## src/rtl/rti_pkg.sv

```systemverilog
// Package: shared constants and the rate-field encoding for the tick generator.
// Assumes the rate field picks a power-of-two extension of the base divider.
package rti_pkg;
    localparam int unsigned RATE_W        = 2;
    localparam int unsigned N_RATES       = 1 << RATE_W;
    localparam int unsigned BASE_LOG2_DEF = 13;

    typedef enum logic [RATE_W-1:0] {
        RATE_X1 = 2'd0,
        RATE_X2 = 2'd1,
        RATE_X4 = 2'd2,
        RATE_X8 = 2'd3
    } rate_e;
endpackage

```

## src/rtl/rti_prescaler.sv

```systemverilog
// Module: free-running binary counter shared by every rate tap.
// Assumes a synchronous active-low reset is its only stop/restart control.
module rti_prescaler #(
    parameter int unsigned CNT_W = 16
) (
    input  logic             clk,
    input  logic             rst_n,
    output logic [CNT_W-1:0] cnt_o
);
    logic [CNT_W-1:0] cnt_q;

    // Advance by one on every clock; reset is the only restart.
    always_ff @(posedge clk) begin
        if (!rst_n) cnt_q <= '0;
        else        cnt_q <= cnt_q + 1'b1;
    end

    assign cnt_o = cnt_q;

    // single-step advance while running.
    p_cnt_step_r10: assert property (@(posedge clk) disable iff (!rst_n)
        $past(rst_n) |-> (cnt_q == CNT_W'($past(cnt_q) + 1'b1)));

    // counter restarts from zero after reset.
    p_cnt_restart_r10: assert property (@(posedge clk) disable iff (!rst_n)
        !$past(rst_n) |-> (cnt_q == '0));
endmodule

```

## src/rtl/rti_tap_mux.sv

```systemverilog
// Module: derives one wrap strobe per rate from the shared counter and picks
// the one named by the rate field. Assumes CNT_W = BASE_LOG2 + N_RATES - 1.
module rti_tap_mux
    import rti_pkg::*;
#(
    parameter int unsigned BASE_LOG2 = BASE_LOG2_DEF,
    parameter int unsigned CNT_W     = BASE_LOG2 + N_RATES - 1
) (
    input  logic [CNT_W-1:0]  cnt_i,
    input  logic [RATE_W-1:0] sel_i,
    output logic              tick_o
);
    logic [N_RATES-1:0] wrap;

    // One wrap detector per rate: the low slice is all ones just before it rolls over.
    for (genvar g = 0; g < N_RATES; g++) begin : g_tap
        localparam int unsigned SLICE = BASE_LOG2 + g;
        assign wrap[g] = &cnt_i[SLICE-1:0];
    end

    // Select the strobe for the current rate code.
    always_comb begin
        tick_o = wrap[sel_i];
    end
endmodule

```

## src/rtl/rti_flag_ctl.sv

```systemverilog
// Module: timeout flag with clear-by-strobe and masked interrupt level.
// Assumes tick_i is a one-cycle strobe and a tick wins over a clear.
module rti_flag_ctl (
    input  logic clk,
    input  logic rst_n,
    input  logic tick_i,
    input  logic clr_i,
    input  logic mask_i,
    output logic flag_o,
    output logic irq_o
);
    logic flag_q;

    // Set on tick (with priority), clear on strobe, otherwise hold.
    always_ff @(posedge clk) begin
        if (!rst_n)      flag_q <= 1'b0;
        else if (tick_i) flag_q <= 1'b1;
        else if (clr_i)  flag_q <= 1'b0;
    end

    assign flag_o = flag_q;

    // Interrupt request is a level gated by the mask.
    always_comb begin
        irq_o = flag_q & mask_i;
    end

    // any tick leaves the flag set afterwards.
    p_tick_sets_flag_r4: assert property (@(posedge clk) disable iff (!rst_n)
        tick_i |=> flag_q);

    // clear without tick empties the flag.
    p_clear_r6: assert property (@(posedge clk) disable iff (!rst_n)
        (clr_i && !tick_i) |=> !flag_q);

    // no tick and no clear means the flag holds.
    p_hold_r6: assert property (@(posedge clk) disable iff (!rst_n)
        (!clr_i && !tick_i) |=> $stable(flag_q));
endmodule

```

## src/rtl/rti_gen.sv

```systemverilog
// Module: top of the periodic tick generator. Chains the free-running counter,
// the rate tap selector and the flag/interrupt logic.
// Assumes a single clock domain and synchronous active-low reset.
module rti_gen
    import rti_pkg::*;
#(
    parameter int unsigned BASE_LOG2 = BASE_LOG2_DEF
) (
    input  logic              clk,
    input  logic              rst_n,
    input  logic [RATE_W-1:0] rate_sel_i,
    input  logic              irq_en_i,
    input  logic              flag_clr_i,
    output logic              flag_o,
    output logic              irq_o
);
    localparam int unsigned CNT_W = BASE_LOG2 + N_RATES - 1;

    logic [CNT_W-1:0] cnt;
    logic             tick;

    rti_prescaler #(.CNT_W(CNT_W)) u_pre (
        .clk   (clk),
        .rst_n (rst_n),
        .cnt_o (cnt)
    );

    rti_tap_mux #(.BASE_LOG2(BASE_LOG2), .CNT_W(CNT_W)) u_tap (
        .cnt_i  (cnt),
        .sel_i  (rate_sel_i),
        .tick_o (tick)
    );

    rti_flag_ctl u_flag (
        .clk    (clk),
        .rst_n  (rst_n),
        .tick_i (tick),
        .clr_i  (flag_clr_i),
        .mask_i (irq_en_i),
        .flag_o (flag_o),
        .irq_o  (irq_o)
    );

    // no request without a pending flag.
    p_irq_needs_flag_r5: assert property (@(posedge clk) disable iff (!rst_n)
        irq_o |-> flag_o);

    // no request while masked.
    p_irq_needs_mask_r5: assert property (@(posedge clk) disable iff (!rst_n)
        irq_o |-> irq_en_i);
endmodule

```

## config.mk

```make
export PLATFORM = sky130hd
export DESIGN_NAME = rti_gen
export DESIGN_NICKNAME = d
export VERILOG_FILES = /design/src/rtl/rti_pkg.sv /design/src/rtl/rti_prescaler.sv /design/src/rtl/rti_tap_mux.sv /design/src/rtl/rti_flag_ctl.sv /design/src/rtl/rti_gen.sv
export SDC_FILE = /design/constraint.sdc
export NUM_CORES = 1
export LEC_CHECK = 0
export ABC_AREA = 1
export BUFFER_PORTS_ARGS = -buffer_cell sky130_fd_sc_hd__buf_2
export CORE_ASPECT_RATIO = 1.25
export CORE_MARGIN = 1.5
export CORE_UTILIZATION = 40
export CTS_CLUSTER_SIZE = 40
export DETAILED_ROUTE_END_ITERATION = 6
export PLACE_DENSITY = 0.63
export SLEW_MARGIN = 30
export SYNTH_ARGS = -nofsm -noshare
export SYNTH_HDL_FRONTEND = slang
export SYNTH_SLANG_ARGS = --single-unit
```

## constraint.sdc

```tcl
create_clock -name clk -period 1.2 [get_ports clk]
set_input_delay 0.36 -clock clk [delete_from_list [all_inputs] [get_ports clk]]
set_output_delay 0.36 -clock clk [all_outputs]
set_load 0.02 [all_outputs]
```

### Yosys cells after proc, flatten, opt, wreduce, memory -nomap -nowiden

Cells that the tools add are included.

| word-level totals | value |
|---|---|
| bits in registers | 17 |
| latch bits | 0 |
| bits in writable memories | 0 |
| bits in read-only memories | 0 |
| bits of input ports | 6 |
| output and inout port bits | 2 |
| word-level logic and storage cells | 14 |
| memories kept | 0 |

| operators by class | value |
|---|---|
| $add $sub $neg | 1 |
| multiply operators | 0 |
| divide/modulo/power cells | 0 |
| order comparisons | 1 |
| equality and inequality tests | 0 |
| shift operators | 0 |
| mux-type cells | 4 |
| bitwise gates (word level) | 1 |
| reductions and logical operators | 5 |

Operator list:

| cell | count |
|---|---|
| $add A16 B1 Y16 const B | 1 |
| $reduce_and A16 Y1 | 1 |
| $reduce_and A15 Y1 | 1 |
| $reduce_and A14 Y1 | 1 |
| $reduce_and A13 Y1 | 1 |
| $lt A2 B3 Y1 const B | 1 |
| $mux W1 | 3 |
| $bmux W1 S2 | 1 |
| $reduce_bool A2 Y1 | 1 |
| $and A1 B1 Y1 | 1 |

### Depth between registers and ports, before layout

| logic depth | value |
|---|---|
| word-level depth | 4 |
| mapped depth | 9 |
| gate-level depth less buffers | 9 |

### By module

A second synthesis with hierarchy kept.

| second synthesis, totals | value |
|---|---|
| cells, all modules | 141 |
| area, all modules | 904.6 sq um |

Modules (own cells, without submodules):

| module | instances | cells an instance | area an instance (sq um) | seq. area each (sq um) |
|---|---|---|---|---|
| rti_prescaler | 1 | 113 | 768.2 | 320.3 |
| rti_tap_mux | 1 | 20 | 85.1 | 0.0 |
| rti_flag_ctl | 1 | 8 | 51.3 | 20.0 |

### Least setup slack after synthesis

Ideal clock, no wire load.

| timing | value |
|---|---|
| path type | register -> register |
| start point | register u_pre.cnt_q[0] (netlist: u_pre.cnt_o[0]) |
| end point | register u_pre.cnt_q[6] (netlist: u_pre.cnt_o[6]) |
| setup time | 128 ps |
| arrival | 1010 ps |
| data required time | 1072 ps |
| setup slack | 63 ps |
| cell stages (with the launch flop) | 8 |
| buffers on the path | 0 |
| path through | dfxtp_1 -> ha_1 -> nand2_2 -> inv_2 -> nand2_1 -> nor2_2 -> xor2_1 -> nor2_1 |

| between the ends | value |
|---|---|
| cells in the longest elaborated chain, start to end | 1 |

RTL lines:

| item | RTL line | text |
|---|---|---|
| from (decl) | rti_prescaler.sv:10 | `logic [CNT_W-1:0] cnt_q;` |
| from (signal assigned) | rti_prescaler.sv:15 | `else cnt_q <= cnt_q + 1'b1;` |
| $add A16 B1 Y16 | rti_prescaler.sv:15 |  |

Every way passes these cells.
A chain may end at the register's enable or synchronous reset.

### Final worst setup path

Same ends and word-level chain as after synthesis.

==> results_dict.tcl <==
set metrics [dict create \
    grt_pass1_vias 661 \
    cp_data_required_time_ns 1.40 \
    rows 17 \
    synth_nets 124 \
    routabilityCongestion 0.7716 \
    clk_latency_ns 0.29 \
    clkSinkCount 17 \
    die_h_um 53.14 \
    start_util_pct 43.98 \
    n_antenna_cell 0 \
    synth_area_per_cell_um2 6.876 \
    grt_pass1_wl_um 2608 \
    yosysTopAreaCell "dfxtp_1" \
    relSlewSlack_pct 82.22 \
    tritoncts "done" \
    grt_max_degree 10 \
    antenna_found_initial 0 \
    pre_cts_ws_ns -0.06658 \
    clock_tree.buffer_depth 2 \
    synth.distinct_cells 17 \
    instances_no_fill 151 \
    place_area_um2 882.1 \
    critical_path_class "reg -> reg" \
    root_buffer "clkbuf_4" \
    routed_wl_um 1716 \
    fmax_mhz 826.1 \
    fillers 184 \
    setup_viol 2 \
    r2r-end "u_pre.cnt_o[6]" \
    wl_per_cell_um 11.36 \
    rr_worst_depth 7 \
    final_hold_viol_count 0 \
    vdd_drop_max_uv 673.0 \
    drive_gt1_share_pct 30.30 \
    synth_area_leaders "dfxtp_1, nand2_1, nor2_1" \
    htree_levels 1 \
    core_area_um2 1829 \
    synth_top_area_share_pct 42.30 \
    worstPathArrival_ns 1.41 \
    drv_slew 0 \
    post-dp-hpwl_um 1202 \
    area_delta_synth_final_pct 26.28 \
    crit_start "u_pre.cnt_o[0]" \
    synthCells 117 \
    end_kind "flip-flop" \
    syn_area_um2 804.5 \
    rsz0062_at_grt "true" \
    postLayoutCoreUtil_pct 55.54 \
    finalHoldWorstSlack_ns 0.2951 \
    detail-route-antenna-nets 0 \
    io_pins 8 \
    layout.nets 140 \
    violations "negative setup slack" \
    ys_warn_count 0 \
    status "finished, violations left" \
    drt_iter0_markers 13 \
    max-cap-violations 0 \
    dpl.cell_count 145 \
    path_clk_slew_ns 0.10 \
    timing.final.ws_setup_ns -0.01051 \
    skew_ns 0.001811 \
    dr.pass1.iters 4 \
    ys_seq_area_share_pct 42.30 \
    synth_seq_cells 17 \
    chipWidth_um 43.11 \
    cp_max_fo 4 \
    worstMarginPinSlew_ns 0.2647 \
    final_area_um2 1016 \
    p_leak_nw 0.3684 \
    drcViolationCount 0 \
    fp.dieArea_um2 2291 \
    endpoint "u_pre.cnt_o[6]" \
    grt_use_total_pct 15.79 \
    overflow 0 \
    min_period_ns 1.211 \
    crit_path_start_kind "flip-flop" \
    hold_path.class "in -> reg" \
    period_share_pct 100.9 \
    p_total_mw 0.9513 \
    port_buffers 7 \
    via_count 756 \
    worstReg2RegStart "u_pre.cnt_o[0]" \
    cts_inserted_buffers 3 \
    hold_path_startpoint "rst_n" \
    rrSetupSlack_ns -0.01 \
    viasPerCell 5.007 \
    p_per_area_nw_per_um2 936.4 \
    tns_ns -0.01599 \
]
-- placed cells by master (no fill, tap or decap) --
master / count
nand2_1: 23
nor2_1: 20
inv_1: 14
dfxtp_2: 9
dfxtp_1: 8
nor2_4: 6
buf_2: 6
nand3_1: 5
a21oi_1: 5
nand4_1: 4
xor2_1: 4
buf_4: 4
nand2_2: 3
o21ai_0: 3
clkbuf_4: 3
nand3_2: 2
nor3_1: 2
buf_6: 2
nand2_4: 1
inv_2: 1
nor2_2: 1
o21ai_1: 1
a21oi_2: 1
xnor2_1: 1
o21a_1: 1
ha_4: 1
clkbuf_1: 1
-- sequential cells by signal, summed over array words and instances, names as in the netlist --
name           cells
u_pre.cnt_o       16
u_flag.flag_o      1
-- routing by layer --
| layer | part of all wire [%] | track usage (%) | routed length [um] |
|---|---|---|---|
| met1 | 45 | 18.62 | 776 |
| met2 | 49 | 25.37 | 839 |
| met3 | 3.7 | 4.096 | 63 |
| met4 | 2.1 | 9.596 | 36 |
| met5 | 0 | 0 | 0 |
-- repair_timing --
| action | 4_1_cts | 5_1_grt |
|---|---|---|
| setup buffers | 0 | 2 |
| hold buffers | 0 | 0 |
| pin swaps | 0 | 4 |
| resized for setup | 7 | 22 |
| endpoints found under the setup margin | 5 | 10 |
-- cells by family (layout without fill, tap and decap cells) --
family	count (synthesis)	in the layout	share of synthesized area, %
xor gates and xnor gates	5	5	5.443
AOI/OAI and AO/OA	11	11	7.155
buffers and inverters	16	31	7.464
DFF	17	17	42.30
adders and majority gates	1	1	1.555
and+or+nand+nor	67	67	36.08
-- cell usage after synthesis --
library cell  instances
nor2_2                5
nor2_1               22
o21a_1                1
xor2_1                4
nor3_1                2
nand2_2               2
xnor2_1               1
clkbuf_1              1
inv_1                14
dfxtp_1              17
ha_1                  1
nand4_1               4
nand2_1              25
nand3_1               7
o21ai_0               4
a21oi_1               6
inv_2                 1
-- how the worst min path moves through the flow --
stage	to	slack, ns	depth (start not counted)
final	u_pre.cnt_o[1]	0.30	3
after global routing	u_pre.cnt_o[1]	0.31	3
after CTS	u_pre.cnt_o[1]	0.30	3
after detailed placement	u_pre.cnt_o[15]	0.47	2
after global placement	u_pre.cnt_o[15]	0.46	2
after floorplan	u_pre.cnt_o[0]	0.43	1
-- critical path: stages, from the launching register on --
cell and delay [ns]:
dfxtp_2 0.37, ha_4 0.15, nand2_4 0.05, inv_2 0.07, nand2_2 0.07, nor2_4 0.16
xor2_1 0.19, nor2_1 0.05
-- power by group --
| part | switching, mW | leakage (nW) | internal [mW] |
|---|---|---|---|
| clock network | 0.186 | 0.0150 | 0.130 |
| registers | 0.00993 | 0.142 | 0.574 |
| logic | 0.0265 | 0.212 | 0.0253 |
| total | 0.223 | 0.368 | 0.729 |
-- layout make-up --
type	count	area (um^2)	share of cell area (%)
multi-input combinational	84	475.5	46.80
sequential	17	351.6	34.61
clock buffer	4	26.28	2.586
timing repair buffer	12	82.58	8.128
tap	19	23.77	2.340
inverter	15	56.30	5.542
(Power assumes the default switching activity.)
